File: src/rtl/rtc_cal_pkg.sv
package rtc_cal_pkg;

   localparam int unsigned CAL_BYTE_W = 8;

   typedef enum logic [3:0] {
      SEL_SEC   = 4'd0,
      SEL_MIN   = 4'd1,
      SEL_HOUR  = 4'd2,
      SEL_DOW   = 4'd3,
      SEL_DOM   = 4'd4,
      SEL_MON   = 4'd5,
      SEL_YEAR  = 4'd6,
      SEL_ASEC  = 4'd8,
      SEL_AMIN  = 4'd9,
      SEL_AHOUR = 4'd10
   } cal_sel_e;

   // Add one to a two-digit packed BCD value.
   function automatic logic [7:0] bcd_inc(input logic [7:0] v);
      if (v[3:0] == 4'd9) return {v[7:4] + 4'd1, 4'd0};
      return {v[7:4], v[3:0] + 4'd1};
   endfunction

   // Last day of a month (BCD) for a given BCD month and BCD year.
   function automatic logic [7:0] month_last(input logic [7:0] mon, input logic [7:0] yr);
      case (mon)
         8'h02: return ((({4'd0, yr[7:4]} * 8'd10 + {4'd0, yr[3:0]}) % 8'd4) == 8'd0)
                       ? 8'h29 : 8'h28;
         8'h04, 8'h06, 8'h09, 8'h11: return 8'h30;
         default: return 8'h31;
      endcase
   endfunction

endpackage

File: src/rtl/rtc_time_chain.sv
module rtc_time_chain
   import rtc_cal_pkg::*;
#(
   parameter int unsigned BYTE_W = 8
) (
   input  logic              clk_i,
   input  logic              rst_ni,
   input  logic              adv_i,
   input  logic              hr12_i,
   input  logic              wr_sec_i,
   input  logic              wr_min_i,
   input  logic              wr_hour_i,
   input  logic [BYTE_W-1:0] wr_data_i,
   output logic [BYTE_W-1:0] sec_o,
   output logic [BYTE_W-1:0] min_o,
   output logic [BYTE_W-1:0] hour_o,
   output logic [BYTE_W-1:0] sec_nxt_o,
   output logic [BYTE_W-1:0] min_nxt_o,
   output logic [BYTE_W-1:0] hour_nxt_o,
   output logic              day_carry_o
);

   logic [BYTE_W-1:0] sec_q, min_q, hour_q;
   logic [BYTE_W-1:0] hour_step;
   logic              sec_wrap, min_wrap, end_of_day;

   assign sec_wrap = (sec_q == 8'h59);
   assign min_wrap = (min_q == 8'h59);

   always_comb begin
      hour_step  = hour_q;
      end_of_day = 1'b0;
      if (hr12_i) begin
         case (hour_q[6:0])
            7'h11: begin
               hour_step  = {~hour_q[7], 7'h12};
               end_of_day = hour_q[7];
            end
            7'h12:   hour_step = {hour_q[7], 7'h01};
            default: hour_step = {hour_q[7], 7'h00} | bcd_inc({1'b0, hour_q[6:0]});
         endcase
      end else if (hour_q == 8'h23) begin
         hour_step  = 8'h00;
         end_of_day = 1'b1;
      end else begin
         hour_step = bcd_inc(hour_q);
      end
   end

   always_comb begin
      sec_nxt_o  = sec_q;
      min_nxt_o  = min_q;
      hour_nxt_o = hour_q;
      if (adv_i) begin
         sec_nxt_o = sec_wrap ? 8'h00 : bcd_inc(sec_q);
         if (sec_wrap) begin
            min_nxt_o = min_wrap ? 8'h00 : bcd_inc(min_q);
            if (min_wrap) hour_nxt_o = hour_step;
         end
      end
   end

   assign day_carry_o = adv_i & sec_wrap & min_wrap & end_of_day;

   always_ff @(posedge clk_i or negedge rst_ni) begin
      if (!rst_ni) begin
         sec_q  <= 8'h00;
         min_q  <= 8'h00;
         hour_q <= 8'h12;
      end else begin
         sec_q  <= wr_sec_i  ? wr_data_i : sec_nxt_o;
         min_q  <= wr_min_i  ? wr_data_i : min_nxt_o;
         hour_q <= wr_hour_i ? wr_data_i : hour_nxt_o;
      end
   end

   assign sec_o  = sec_q;
   assign min_o  = min_q;
   assign hour_o = hour_q;

endmodule

File: src/rtl/rtc_date_chain.sv
module rtc_date_chain
   import rtc_cal_pkg::*;
#(
   parameter int unsigned BYTE_W = 8
) (
   input  logic              clk_i,
   input  logic              rst_ni,
   input  logic              day_step_i,
   input  logic              wr_dow_i,
   input  logic              wr_dom_i,
   input  logic              wr_mon_i,
   input  logic              wr_year_i,
   input  logic [BYTE_W-1:0] wr_data_i,
   output logic [BYTE_W-1:0] dow_o,
   output logic [BYTE_W-1:0] dom_o,
   output logic [BYTE_W-1:0] mon_o,
   output logic [BYTE_W-1:0] year_o
);

   logic [BYTE_W-1:0] dow_q, dom_q, mon_q, year_q;
   logic [BYTE_W-1:0] dow_n, dom_n, mon_n, year_n;
   logic              month_end;

   assign month_end = (dom_q == month_last(mon_q, year_q));

   always_comb begin
      dow_n  = dow_q;
      dom_n  = dom_q;
      mon_n  = mon_q;
      year_n = year_q;
      if (day_step_i) begin
         dow_n = (dow_q == 8'h07) ? 8'h01 : bcd_inc(dow_q);
         dom_n = month_end ? 8'h01 : bcd_inc(dom_q);
         if (month_end) begin
            mon_n = (mon_q == 8'h12) ? 8'h01 : bcd_inc(mon_q);
            if (mon_q == 8'h12) year_n = (year_q == 8'h99) ? 8'h00 : bcd_inc(year_q);
         end
      end
   end

   always_ff @(posedge clk_i or negedge rst_ni) begin
      if (!rst_ni) begin
         dow_q  <= 8'h01;
         dom_q  <= 8'h01;
         mon_q  <= 8'h01;
         year_q <= 8'h00;
      end else begin
         dow_q  <= wr_dow_i  ? wr_data_i : dow_n;
         dom_q  <= wr_dom_i  ? wr_data_i : dom_n;
         mon_q  <= wr_mon_i  ? wr_data_i : mon_n;
         year_q <= wr_year_i ? wr_data_i : year_n;
      end
   end

   assign dow_o  = dow_q;
   assign dom_o  = dom_q;
   assign mon_o  = mon_q;
   assign year_o = year_q;

endmodule

File: src/rtl/rtc_alarm_unit.sv
module rtc_alarm_unit #(
   parameter int unsigned BYTE_W         = 8,
   parameter int unsigned NUM_FIELDS     = 3,
   parameter bit          ALARM_WILDCARD = 1'b1
) (
   input  logic                              clk_i,
   input  logic                              rst_ni,
   input  logic [NUM_FIELDS-1:0]             wr_i,
   input  logic [BYTE_W-1:0]                 wr_data_i,
   input  logic                              eval_i,
   input  logic                              clr_i,
   input  logic [NUM_FIELDS-1:0][BYTE_W-1:0] cur_i,
   output logic                              flag_o
);

   logic [BYTE_W-1:0]     alm_q [NUM_FIELDS];
   logic [NUM_FIELDS-1:0] hit;
   logic                  flag_q;

   for (genvar i = 0; i < NUM_FIELDS; i++) begin : g_field
      always_ff @(posedge clk_i or negedge rst_ni) begin
         if (!rst_ni)      alm_q[i] <= '0;
         else if (wr_i[i]) alm_q[i] <= wr_data_i;
      end
      if (ALARM_WILDCARD) begin : g_wild
         assign hit[i] = (alm_q[i][BYTE_W-1 -: 2] == 2'b11) || (alm_q[i] == cur_i[i]);
      end else begin : g_exact
         assign hit[i] = (alm_q[i] == cur_i[i]);
      end
   end

   always_ff @(posedge clk_i or negedge rst_ni) begin
      if (!rst_ni)              flag_q <= 1'b0;
      else if (eval_i && &hit)  flag_q <= 1'b1;
      else if (clr_i)           flag_q <= 1'b0;
   end

   assign flag_o = flag_q;

endmodule

File: src/rtl/rtc_bcd_calendar.sv
module rtc_bcd_calendar
   import rtc_cal_pkg::*;
#(
   parameter int unsigned BYTE_W         = 8,
   parameter int unsigned SEL_W          = 4,
   parameter bit          ALARM_WILDCARD = 1'b1
) (
   input  logic              clk_i,
   input  logic              rst_ni,
   input  logic              tick_i,
   input  logic              hr12_i,
   input  logic              ld_en_i,
   input  logic [SEL_W-1:0]  ld_sel_i,
   input  logic [BYTE_W-1:0] ld_data_i,
   input  logic              alarm_clr_i,
   output logic [BYTE_W-1:0] sec_o,
   output logic [BYTE_W-1:0] min_o,
   output logic [BYTE_W-1:0] hour_o,
   output logic [BYTE_W-1:0] dow_o,
   output logic [BYTE_W-1:0] dom_o,
   output logic [BYTE_W-1:0] mon_o,
   output logic [BYTE_W-1:0] year_o,
   output logic              alarm_o
);

   localparam int unsigned ALM_FIELDS = 3;

   if (BYTE_W != CAL_BYTE_W) begin : g_bad_byte_w
      $error("rtc_bcd_calendar: BYTE_W must equal 8 for two-digit BCD");
   end
   if (SEL_W != 4) begin : g_bad_sel_w
      $error("rtc_bcd_calendar: SEL_W must equal 4");
   end

   logic              adv, day_carry;
   logic [BYTE_W-1:0] sec_nxt, min_nxt, hour_nxt;
   logic [ALM_FIELDS-1:0] wr_alm;

   function automatic logic sel_hit(input logic [SEL_W-1:0] s, input cal_sel_e code);
      return ld_en_i && (s == SEL_W'(code));
   endfunction

   assign adv    = tick_i & ~ld_en_i;
   assign wr_alm = {sel_hit(ld_sel_i, SEL_AHOUR), sel_hit(ld_sel_i, SEL_AMIN),
                    sel_hit(ld_sel_i, SEL_ASEC)};

   rtc_time_chain #(.BYTE_W(BYTE_W)) u_time (
      .clk_i       (clk_i),
      .rst_ni      (rst_ni),
      .adv_i       (adv),
      .hr12_i      (hr12_i),
      .wr_sec_i    (sel_hit(ld_sel_i, SEL_SEC)),
      .wr_min_i    (sel_hit(ld_sel_i, SEL_MIN)),
      .wr_hour_i   (sel_hit(ld_sel_i, SEL_HOUR)),
      .wr_data_i   (ld_data_i),
      .sec_o       (sec_o),
      .min_o       (min_o),
      .hour_o      (hour_o),
      .sec_nxt_o   (sec_nxt),
      .min_nxt_o   (min_nxt),
      .hour_nxt_o  (hour_nxt),
      .day_carry_o (day_carry)
   );

   rtc_date_chain #(.BYTE_W(BYTE_W)) u_date (
      .clk_i      (clk_i),
      .rst_ni     (rst_ni),
      .day_step_i (day_carry),
      .wr_dow_i   (sel_hit(ld_sel_i, SEL_DOW)),
      .wr_dom_i   (sel_hit(ld_sel_i, SEL_DOM)),
      .wr_mon_i   (sel_hit(ld_sel_i, SEL_MON)),
      .wr_year_i  (sel_hit(ld_sel_i, SEL_YEAR)),
      .wr_data_i  (ld_data_i),
      .dow_o      (dow_o),
      .dom_o      (dom_o),
      .mon_o      (mon_o),
      .year_o     (year_o)
   );

   rtc_alarm_unit #(
      .BYTE_W         (BYTE_W),
      .NUM_FIELDS     (ALM_FIELDS),
      .ALARM_WILDCARD (ALARM_WILDCARD)
   ) u_alarm (
      .clk_i     (clk_i),
      .rst_ni    (rst_ni),
      .wr_i      (wr_alm),
      .wr_data_i (ld_data_i),
      .eval_i    (adv),
      .clr_i     (alarm_clr_i),
      .cur_i     ({hour_nxt, min_nxt, sec_nxt}),
      .flag_o    (alarm_o)
   );

endmodule

File: config.mk
export PLATFORM = sky130hd
export DESIGN_NAME = rtc_bcd_calendar
export DESIGN_NICKNAME = d
export VERILOG_FILES = /design/src/rtl/rtc_cal_pkg.sv /design/src/rtl/rtc_time_chain.sv /design/src/rtl/rtc_date_chain.sv /design/src/rtl/rtc_alarm_unit.sv /design/src/rtl/rtc_bcd_calendar.sv
export SDC_FILE = /design/constraint.sdc
export NUM_CORES = 1
export LEC_CHECK = 0
export ABC_AREA = 1
export BUFFER_PORTS_ARGS = -buffer_cell sky130_fd_sc_hd__buf_2
export CAP_MARGIN = 30
export CORE_UTILIZATION = 55
export CTS_CLUSTER_DIAMETER = 60
export DETAILED_ROUTE_END_ITERATION = 8
export PLACE_DENSITY = 0.88
export RECOVER_POWER = 100
export SYNTH_ARGS = -nofsm -noshare
export SYNTH_HDL_FRONTEND = slang
export SYNTH_SLANG_ARGS = --single-unit
File: constraint.sdc
create_clock -name clk_i -period 3.2 [get_ports clk_i]
set_clock_uncertainty 0.2 [all_clocks]
set_input_delay 0.64 -clock clk_i [delete_from_list [all_inputs] [get_ports clk_i]]
set_output_delay 0.64 -clock clk_i [all_outputs]
set_load 0.01 [all_outputs]
# Word level (Yosys, flattened, before mapping)
# Cells that the tools add are included.
[totals] ff_bits=81 out_inout_bits=57 input_bits=18
[classes] multipliers=1 n_reduce_logical=37 n_mux=75 n_addsub=16 n_bitwise=7 eq_ne=36
[ops] cell="$mux 8" count=46
[ops] cell="$add 4x1->4 const B" count=14
[ops] cell="$eq 4x4->1 const B" count=10
[ops] cell="$eq 8x8->1" count=4
[ops] cell="$pmux 8 s2" count=2
[ops] cell="$mux 1" count=27
[ops] cell="$eq 8x3->1 const B" count=3
[ops] cell="$eq 8x5->1 const B" count=2
[ops] cell="$eq 8x7->1 const B" count=2
[ops] cell="$reduce_bool 2->1" count=8
[ops] cell="$eq 7x5->1 const B" count=2
[ops] cell="$eq 4x3->1 const B" count=3
[ops] cell="$reduce_bool 3->1" count=4
[ops] cell="$logic_and 1x1->1" count=11
[ops] cell="$reduce_and 3->1" count=3
[ops] cell="$eq 4x2->1 const B" count=2
[ops] cell="$eq 8x2->1 const B" count=1
[ops] cell="$eq 8x4->1 const B" count=1
[ops] cell="$eq 8x6->1 const B" count=1
[ops] cell="$eq 8x8->1 const B" count=1
[ops] cell="$logic_not 8->1" count=1
[ops] cell="$or 8x8->8" count=1
[ops] cell="$eq 2x2->1 const B" count=3
[ops] cell="$reduce_and 2->1" count=3
[ops] cell="11 further kinds" count=17

# Logic depth before layout (Yosys ltp)
# Gate-level depths: netlist (run 1).
[depth] depth_word=18 ltp_mapped=18 mapped_depth_nobuf=18

# Cells and area by module
# From an unflattened synthesis (run 1), not the netlist that was laid out.
[hier_totals] cells_unflattened=756 hier_area_um2=5582.9
[modules_own_cells] mod="rtc_date_chain" instances=1 cells_per_inst=318 seq_area_each_um2=804.5 area_per_inst_um2=2278.4
[modules_own_cells] mod="rtc_time_chain" instances=1 cells_per_inst=276 seq_area_each_um2=603.1 area_per_inst_um2=1913.1
[modules_own_cells] mod="rtc_alarm_unit" instances=1 cells_per_inst=138 seq_area_each_um2=625.6 area_per_inst_um2=1296.2
[modules_own_cells] mod="rtc_bcd_calendar" instances=1 cells_per_inst=24 seq_area_each_um2=0.0 area_per_inst_um2=95.1

# Worst setup path before layout (run 1)
# No wires, ideal clock.
[synth_timing] path_kind="register to register" start="reg u_time.min_q[1] (netlist: u_time.min_o[1])" end="reg u_date.year_q[4] (netlist: u_date.year_o[4])" required_ns=2.876 slack_ns=1.016 arrival_time_ns=1.860 path_buffers=0 path_stages_with_launch=12 setup_time_ns=0.124 synth_period_minus_slack_ns=2.184 cell_sequence="dfrtp_1 -> inv_1 -> ha_1 -> nand3_1 -> nor2_4 -> nand3_4 -> nor2_4 -> nand4_2 -> nand2_2 -> nand2_2 -> nand2_1 -> o21ai_1"
[synth_between] elab_chain_len=5
[synth_rtl] item="start, declared" line="rtc_time_chain.sv:23" text="logic [BYTE_W-1:0] sec_q, min_q, hour_q;"
[synth_rtl] item="start signal, assigned" line="rtc_time_chain.sv:72" text="min_q <= wr_min_i ? wr_data_i : min_nxt_o;"
[synth_rtl] item="$eq 8x7->1" line="rtc_time_chain.sv:28" text="assign min_wrap = (min_q == 8'h59);"
[synth_rtl] item="$and 1x1->1 (2 in a row)" line="rtc_time_chain.sv:63" text="assign day_carry_o = adv_i & sec_wrap & min_wrap & end_of_day;"
[synth_rtl] item="$reduce_bool 2->1 (no line)"
[synth_rtl] item="$reduce_and 4->1 (no line)"
[synth_rtl] item="end signal, assigned" line="rtc_date_chain.sv:51" text="year_q <= wr_year_i ? wr_data_i : year_n;"
[synth_rtl] item="end, declared" line="rtc_date_chain.sv:20" text="logic [BYTE_W-1:0] dow_q, dom_q, mon_q, year_q;"
# Every way passes these cells.
# A chain may end at the register's enable or synchronous reset.

# Final worst setup path (run 1)
[layout_timing] start="reg u_time.hour_q[4] (netlist: u_time.hour_o[4])" end="reg u_date.mon_q[4] (netlist: u_date.mon_o[4])"
[layout_between] elab_chain_len=6
[layout_rtl] item="start, declared" line="rtc_time_chain.sv:23"
[layout_rtl] item="start signal, assigned" line="rtc_time_chain.sv:73" text="hour_q <= wr_hour_i ? wr_data_i : hour_nxt_o;"
[layout_rtl] item="$eq 8x6->1 / $eq 7x5->1 (equally long branches)"
[layout_rtl] item="$mux 1 (on tied branches)" line="rtc_time_chain.sv:42, rtc_time_chain.sv:34"
[layout_rtl] item="$mux 1 *" line="rtc_time_chain.sv:33" text="if (hr12_i) begin"
[layout_rtl] item="$and 1x1->1 *" line="rtc_time_chain.sv:63"
[layout_rtl] item="$reduce_bool 2->1 (no line) *"
[layout_rtl] item="$reduce_and 3->1 (no line) *"
[layout_rtl] item="end signal, assigned" line="rtc_date_chain.sv:50" text="mon_q <= wr_mon_i ? wr_data_i : mon_n;"
[layout_rtl] item="end, declared" line="rtc_date_chain.sv:20"
# Mark *: on every way between the ends. The rest lies on a longest branch, timed or not.

==> results by group, run 1 <==
Synth
  – Top post-synthesis cells by area: dfrtp_1, nand2_1, inv_1
  – Yosys top cell area share: 34.4%
  – Synth unique cells: 48
  – Most used DFF post-synth: dfrtp_1
  – Post-synth EDFFs: 0
  – Syn Area/Cell: 7.23 µm²
  – Cell Area, Synth: 5540 µm²
  – Synthesized instance count: 766
  – Yosys warning total: 0
  – Register area share after synthesis: 36.7%
  – Yosys reg bits: 81
  – Synthesized Nets: 805
  – Area leader, netlist: dfrtp_1
  – Async SR Flop Fraction: 100%

Floorplanning
  – Die X: 102 µm
  – IO Pins: 75
  – Starting Density: 56.6%
  – # rows: 36
  – Die H: 102 µm
  – Full die area: 10500 µm²
  – Core footprint: 9770 µm²

Cells and area
  – Fin util: 63.1%
  – Commonest non-fill, non-tap cell in the layout: nand2_1
  – Nets: 889
  – Layout area overhead: 11.4%
  – Share of cells above drive strength 1: 8.54%
  – Ant diodes: 0
  – Most frequent cells in the layout: nand2_1, inv_1, dfrtp_1

Clock network
  – Later-pin clock latency in the skew report: 0.37 ns
  – Total CTS buffers: 9
  – Root Driver: clkbuf_8
  – TritonCTS clock tree: done
  – Clk pin slew, worst setup/hold paths: 0.09 ns
  – H-tree lvl count: 3
  – Total clock sinks: 81
  – CTS max path bufs: 2
  – Post-cts resize count: 0

STA
  – RSZ-0062 raised after global routing: false
  – Slew @ Worst Pin: 1.56 ns
  – Final period util: 88.3%
  – Hold Fails Final Rpt: 0
  – Final setup violation count: 0
  – Max-slew violation count: 27
  – Hold WS: 0.289 ns
  – Rel. slew slack: -3.85%
  – FMAX: 354 MHz
  – Tmin final: 2.83 ns
  – Post-Route Setup TNS: 0 ns

Setup path
  – Most frequent CP cell: nand2_1
  – Worst R2R Path Depth: 10
  – Worst Setup End Kind: flop
  – Flop2flop setup slack: 0.37 ns
  – Worst Path Required: 3.25 ns
  – Crit-path leading delay family: simple AND/OR/NAND/NOR gates
  – CP Buf/Inv Count: 0
  – Crit-path max cell delay: 0.65 ns
  – CP max-delay cell: dfstp_1
  – R2r startpoint: u_time.hour_o[4]
  – WS Path Type: flop to flop
  – CP Launch Type: flop
  – FF-to-FF End: u_date.mon_o[4]
  – CP Cell Sequence: ha_1, nand2_1, nor2_1, nand2_1, o31ai_1, nand4_1, nand2_1, nand2_1, nor2_8, o21ai_0
  – Critical path peak fanout: 8
  – Crit path DAT: 2.88 ns

Global routing
  – Vias in the first global route: 4914
  – Pin count of the biggest net entering global routing: 56
  – Initial antenna violation count: 0
  – First-pass GRT wire length: 23500 µm
  – GRT Overall Usage: 29.4%
  – Total grt overflow: 0

Power
  – Sequential power share: 43.4%
  – Max VDD drop: 299 µV
  – Internal power: 2.02 mW
  – Switching pwr: 1.52 mW
  – Switching share of total power: 42.8%
  – Clock share of power: 20.9%
  – Pleak: 2.99 nW
  – Combinational power share: 35.8%
  – Power density over the cells: 574 nW/µm²

Routing
  – Post-Route WL: 14300 µm
  – Initial DRC count: 369
  – Vias per inst: 5.55
  – Pre-antenna DRT Iters: 5
  – Residual DRC count: 0
  – Total number of vias: 5482
  – Post-route ant nets: 0
  – Routed length per placed instance: 14.5 µm

Hold path
  – HP Start: u_alarm.flag_o
  – Hold Path End: u_alarm.flag_o
  – Hold depth: 2
  – HP Class: flop to flop

Place
  – Post-DP HPWL: 10800 µm
  – Port bufs: 74
  – Routability cong.: 0.943

Run status
  – Failing checks: capacitance limit, slew limit
  – Status: finished with violations

Run
  – Max-Cap Viols: 1
==> tightest hold or removal path: cells and delay by family (launching register included) <==
kind          cells  cell delay [ns]
simple gates      2             0.11
flops             1             0.35
==> flip-flops by register name, summed over array words and instances, names as in the netlist <==
register / flops
u_date.year_o: 8
u_date.dom_o: 8
u_time.sec_o: 8
u_date.mon_o: 8
u_time.hour_o: 8
u_time.min_o: 8
u_alarm.flag_o: 1
u_alarm.alm_q: 24
u_date.dow_o: 8
==> repair_timing <==
| action | 4_1_cts | 5_1_grt |
|---|---|---|
| hold buffers | 1 | 0 |
| endpoints found under the hold margin | 26 | 0 |
| setup buffers | 0 | 0 |
==> how the worst max path moves through the flow <==
stage | end | cells past startpoint | slack (ns) | from
after floorplan | u_date.year_o[4] | 11 | 1.02 | u_time.min_o[1]
after global placement | u_date.dow_o[3] | 11 | 0.59 | ld_en_i
after detailed placement | u_date.year_o[7] | 11 | 0.49 | ld_en_i
after CTS | u_alarm.flag_o | 13 | 0.60 | u_time.min_o[0]
after global routing | u_date.year_o[7] | 11 | 0.21 | u_time.min_o[1]
final | u_date.mon_o[4] | 10 | 0.37 | u_time.hour_o[4]
==> cells by family (layout without fill, tap and decap cells) <==
logic type	count (synthesis)	count (layout)	synth area share [%]
buf+inv	115	204	8.07
fa+ha+maj	21	21	4.75
xor+xnor	15	15	2.37
compound gates	127	127	13.4
simple gates	407	407	34.7
flops	81	81	36.7
==> area by class of cell <==
| type | instances | area [µm²] |
|---|---|---|
| flip-flops and latches | 81 | 2030 |
| clock inverters | 7 | 62.6 |
| multi-input cells | 570 | 3010 |
| repair buffers | 81 | 370 |
| clock buffers | 9 | 124 |
| fillers | 868 | 3610 |
| inverters | 107 | 402 |
| well taps | 133 | 166 |
==> synthesized netlist by cell type (9+ instances only) <==
cell type  number
nand2_1       215
inv_1          95
dfrtp_1        76
nand3_1        70
o21ai_0        66
nor2_1         47
nand4_1        26
ha_1           21
a21oi_1        12
o22ai_1        12
o21ai_1        11
xor2_1         10
inv_2           9
nor3_1          9
==> per-layer routing <==
metal / vias up / track usage, % / part of all wire [%]
li1: 2712 / - / -
met1: 2505 / 39.3 / 44
met2: 241 / 48.7 / 47
met3: 24 / 4.86 / 7.8
met4: 0 / 9.89 / 1.7
met5: - / 0 / 0
==> through the flow <==
stage                     area [µm²]  instances  worst slack [ns]  total power [mW]
after floorplan                 5540        766              1.02              2.39
after CTS                       6290        988             0.596              3.58
after detailed placement        6090        971             0.488              2.85
final                           6170        988             0.373              3.54
after global routing            6170        988             0.209              3.81
after global placement          6070        970             0.590              2.80
==> power by group through the flow <==
| stage | Sequential [mW] | Combinational, mW | Clock, mW |
|---|---|---|---|
| global placement | 1.54 | 1.25 | 0 |
| CTS | 1.53 | 1.31 | 0.742 |
| floorplan | 1.56 | 0.825 | 0 |
| finish | 1.54 | 1.27 | 0.739 |
| global route | 1.57 | 1.45 | 0.790 |
| detailed placement | 1.55 | 1.30 | 0 |
Power figures use the tool's default switching activity.
==> inputs of run 2 (changes only) <==
PLACE_DENSITY = 0.87   (was 0.88)
==> run 2 against run 1 <==
  * The run still ends with capacitance limit, slew limit left
  * Register-to-register slack improved by 0.09 ns
  * Global-route usage rose by 0.28 points
  * Setup slack improved by 0.094 ns
  * Total power barely moved
  * Wire length rose by 2.0%
  * Cell count did not move
  * Critical path depth rose by 1
  * Flip-flop and latch count did not move
  * Sequential share of layout area barely moved
  * Largest cell class unchanged
  * Highest routed layer is now met5
==> results by group, run 2 (synthesis results as in run 1) <==
Floorplanning
  – IO Pins: 75
  – Core footprint: 9770 µm²
  – Die H: 102 µm
  – Starting Density: 56.6%
  – Die X: 102 µm
  – Full die area: 10500 µm²
  – # rows: 36

Global routing
  – Total grt overflow: 0
  – Pin count of the biggest net entering global routing: 41
  – Initial antenna violation count: 2
  – Vias in the first global route: 5002
  – First-pass GRT wire length: 23600 µm
  – GRT Overall Usage: 29.7%

Run
  – Max-Cap Viols: 1

Cells and area
  – Nets: 888
  – Commonest non-fill, non-tap cell in the layout: nand2_1
  – Most frequent cells in the layout: nand2_1, inv_1, dfrtp_1
  – Fillers: 916
  – Reg with most FFs: u_alarm.alm_q
  – Post-Layout Cell Count: 988
  – Layout area overhead: 11.3%
  – Number of flip-flops in the largest register: 24
  – Share of cells above drive strength 1: 8.90%

STA
  – Post-Route Setup TNS: 0 ns
  – Tmin final: 2.73 ns
  – Final period util: 85.4%
  – Hold Fails Final Rpt: 0
  – FMAX: 366 MHz
  – Rel. slew slack: -46.4%
  – Max-slew violation count: 41
  – Slew @ Worst Pin: 2.20 ns
  – RSZ-0062 raised after global routing: false
  – Final setup violation count: 0

Setup path
  – Flop2flop setup slack: 0.47 ns
  – Worst Setup EP: u_date.year_o[4]
  – CP Buf/Inv Count: 1
  – Crit-path leading delay family: simple AND/OR/NAND/NOR gates
  – FF-to-FF End: u_date.year_o[4]
  – R2r startpoint: u_time.min_o[1]
  – Crit path DAT: 2.78 ns
  – Critical path startpoint: u_time.min_o[1]
  – Critical path peak fanout: 9
  – Most frequent CP cell: nand2_1
  – CP Launch Type: flop
  – Worst R2R Path Depth: 11
  – WS Path Type: flop to flop
  – CP max-delay cell: dfrtp_1
  – Crit-path max cell delay: 0.44 ns
  – Worst Setup End Kind: flop
  – Crit. path cell count: 11
  – Worst Path Required: 3.25 ns
  – CP Cell Sequence: inv_1, ha_1, nand3_1, nor2_1, nand3_4, nor2_4, nand4_2, nand2_1, nand2_2, nand2_1, o21ai_0

Routing
  – Post-Route WL: 14600 µm
  – Routed length per placed instance: 14.8 µm
  – Vias per inst: 5.55
  – Pre-antenna DRT Iters: 5
  – Post-route ant nets: 0
  – Total number of vias: 5486
  – Initial DRC count: 380
  – Residual DRC count: 0

Clock network
  – Later-pin clock latency in the skew report: 0.37 ns
  – H-tree lvl count: 3
  – Total CTS buffers: 9
  – TritonCTS clock tree: done
  – Clk pin slew, worst setup/hold paths: 0.10 ns
  – CTS Hold Bufs: 0
  – Post-cts resize count: 0
  – Root Driver: clkbuf_8
  – Total clock sinks: 81
  – Post-CTS Setup Inserts: 0
  – CTS max path bufs: 2

Place
  – Port bufs: 74
  – # placed instances: 971
  – Post-DP HPWL: 10800 µm
  – Routability cong.: 0.959

Hold path
  – HP Class: flop to flop

Power
  – Pwr Total: 3.54 mW
  – Pleak: 3.01 nW
  – Power density over the cells: 575 nW/µm²
  – Max VDD drop: 276 µV

Run status
  – Failing checks: capacitance limit, slew limit
  – Status: finished with violations
==> run 2: cell count changes in the layout (fill, tap and decap cells not counted), sizes merged <==
cell,change
inv,-2
buf,+1
clkbuf,+1
diode,+1
dlygate4sd3,-1
==> run 2: layout make-up <==
type | instances | area (µm²) | area share [%]
Timing Repair Buffer | 80 | 344 | 5.59
Tap cell | 133 | 166 | 2.70
Antenna cell | 1 | 2.50 | 0.0406
Sequential cell | 81 | 2030 | 33.0
Multi-Input combinational cell | 570 | 3020 | 49.1
Inverter | 107 | 402 | 6.52
Clock buffer | 11 | 151 | 2.46
Clock inverter | 5 | 38.8 | 0.630
==> run 2: metrics by stage <==
| step | setup WS, ns | utilization [%] | hold WS, ns | area [µm²] |
|---|---|---|---|---|
| floorplan | 1.02 | - | 0.144 | 5540 |
| global placement | 0.590 | 62.1 | 0.260 | 6070 |
| detailed placement | 0.500 | 62.1 | 0.270 | 6070 |
| CTS | 0.634 | 64.1 | 0.0488 | 6260 |
| global route | 0.196 | 63.0 | 0.331 | 6160 |
| finish | 0.467 | 63.0 | 0.292 | 6160 |
==> run 2: worst min path at each step <==
stage | from | end | cells after the start
finish | u_alarm.flag_o | u_alarm.flag_o | 2
global route | alarm_clr_i | u_alarm.flag_o | 4
CTS | rst_ni | u_alarm.alm_q[11] | 1
detailed placement | u_alarm.flag_o | u_alarm.flag_o | 2
global placement | u_alarm.flag_o | u_alarm.flag_o | 2
floorplan | rst_ni | u_alarm.alm_q[0] | 0
==> run 2: layer usage <==
metal	global-route usage (%)	routed length, µm
met5	0	10
met4	15.3	552
met3	6.29	991
met2	47.0	6560
met1	38.5	6520
==> run 2: worst register-to-register path, stage by stage, from the launching register on <==
cell,delay [ns]
dfrtp_1,0.44
inv_1,0.09
ha_1,0.14
nand3_1,0.23
nor2_1,0.35
nand3_4,0.19
nor2_4,0.29
nand4_2,0.18
nand2_1,0.20
nand2_2,0.14
nand2_1,0.08
o21ai_0,0.08
==> run 2: report_power, final <==
group	internal [mW]	switching, mW	leakage [nW]	total, mW
registers	1.26	0.287	0.966	1.54
clock network	0.329	0.420	0.0959	0.749
logic	0.465	0.786	1.95	1.25
==> inputs of run 3 (changes only) <==
clock period = 2.8 ns   (was 3.2 ns; I/O delays follow)
==> run 3 against run 2 <==
  * The run now ends clean
  * Utilization up 0.31 points
  * Via count rose by 1.9%
  * Die area unchanged
  * Critical path depth unchanged
  * Maximum frequency is 6.4% higher
  * Flip-flop and latch count stayed put
  * Count of clock-buffer cells in the layout did not move
  * Register-to-register slack lost 0.23 ns
  * Global-route usage up 0.33 points
  * Combinational power is 17% higher
==> results by group, run 3 (synthesis results as in run 1) <==
Run status
  – Status: completed

STA
  – Final setup violation count: 0
  – Tmin final: 2.57 ns
  – FMAX: 389 MHz
  – Final period util: 91.7%
  – Slew @ Worst Pin: 0.926 ns
  – RSZ-0062 raised after global routing: false
  – Hold Fails Final Rpt: 0
  – Max-slew violation count: 0
  – Rel. slew slack: 38.3%
  – Post-Route Setup TNS: 0 ns

Cells and area
  – Share of cells above drive strength 1: 9.09%
  – Number of flip-flops in the largest register: 24
  – Reg with most FFs: u_alarm.alm_q
  – Fin util: 63.3%
  – Layout area overhead: 11.8%
  – Nets: 892
  – Commonest non-fill, non-tap cell in the layout: nand2_1
  – Most frequent cells in the layout: nand2_1, inv_1, dfrtp_1

Clock network
  – Post-CTS Setup Inserts: 0
  – TritonCTS clock tree: done
  – Total CTS buffers: 9
  – Post-cts resize count: 0
  – CTS Hold Bufs: 1
  – Root Driver: clkbuf_8
  – CTS max path bufs: 2
  – Total clock sinks: 81
  – H-tree lvl count: 3
  – Clk pin slew, worst setup/hold paths: 0.10 ns
  – Later-pin clock latency in the skew report: 0.36 ns

Routing
  – Total number of vias: 5588
  – Routed length per placed instance: 14.7 µm
  – Vias per inst: 5.63
  – Post-Route WL: 14600 µm
  – Metal3 WL: 1350 µm
  – Routed length on met2: 6580 µm
  – Initial DRC count: 405
  – Post-route ant nets: 0
  – Pre-antenna DRT Iters: 5
  – DR top layer: met4
  – Residual DRC count: 0
  – Met1 WL: 6160 µm

Floorplanning
  – Core footprint: 9770 µm²
  – Starting Density: 56.6%
  – Die X: 102 µm
  – Die H: 102 µm
  – Full die area: 10500 µm²
  – # rows: 36
  – IO Pins: 75

Setup path
  – WS Path Type: flop to flop
  – CP Launch Type: flop
  – Worst Setup End Kind: flop
  – Worst Path Required: 2.87 ns
  – Worst R2R Path Depth: 11
  – Critical path peak fanout: 8
  – Crit path DAT: 2.64 ns
  – Flop2flop setup slack: 0.23 ns

Power
  – Power density over the cells: 659 nW/µm²
  – Pleak: 3.00 nW
  – Max VDD drop: 360 µV
  – Pwr Total: 4.08 mW

Global routing
  – Pin count of the biggest net entering global routing: 44
  – GRT Overall Usage: 30.1%
  – Initial antenna violation count: 1
  – Total grt overflow: 0
  – First-pass GRT wire length: 24200 µm
  – Vias in the first global route: 5096

Place
  – Post-DP HPWL: 10900 µm
  – Port bufs: 74
  – Routability cong.: 0.952

Hold path
  – HP Class: input pin to flop
  – Hold depth: 4

Run
  – Max-Cap Viols: 0
## run 3: changes by cell type in the layout (fill, tap and decap cells not counted), sizes merged
cell | previous run | this run
clkbuf | 66 | 69
bufinv | 0 | 1
clkinv | 7 | 4
clkinvlp | 1 | 3
diode | 1 | 2
dlygate4sd3 | 0 | 1
## run 3: final timing paths
| kind | startpoint | end |
|---|---|---|
| hold reg to reg | u_alarm.alm_q[20] | u_alarm.alm_q[20] |
| hold / removal | alarm_clr_i | u_alarm.flag_o |
| max in group asynchronous | rst_ni | u_time.sec_o[7] |
| min in group asynchronous | rst_ni | u_time.min_o[3] |
| setup reg to reg | u_time.hour_o[4] | u_date.mon_o[5] |
| setup / recovery | u_time.hour_o[4] | u_date.mon_o[5] |
## run 3: cell type report
class,count,area (µm²)
Sequential cell,81,2030
Clock inverter,5,57.6
Clock buffer,11,131
Fill cell,920,3580
Inverter,107,402
Timing Repair Buffer,84,368
Multi-Input combinational cell,570,3030
Tap cell,133,166
Antenna cell,2,5.00
## run 3: worst max-delay path: stages, from the launching register on
cell	delay [ns]
dfstp_2	0.61
ha_1	0.17
nand2_1	0.05
nor2_1	0.20
nand2_1	0.13
o31ai_1	0.31
nand4_1	0.20
nand2_1	0.18
nand2_4	0.11
nor2_4	0.18
nand2_1	0.07
o21ai_1	0.08
## run 3: where the power goes
part           internal (mW)  total, mW  switching [mW]
registers               1.44       1.75           0.314
clock network          0.412      0.867           0.455
logic                  0.536       1.46           0.925
## run 3: layer usage
metal  GRT usage, %  vias up
li1               -     2721
met1           40.2     2566
met2           46.7      255
met3           6.22       46
met4           14.3        0
met5              0        -
## run 3: per-stage QoR
stage               std cells  hold slack [ns]  setup WS, ns  area [µm²]
global placement          974            0.284         0.321        6110
global route              991            0.250        0.0257        6180
CTS                       991            0.221         0.267        6310
detailed placement        974            0.278         0.258        6110
finish                    993            0.234         0.232        6190
floorplan                 766           0.0644         0.616        5540
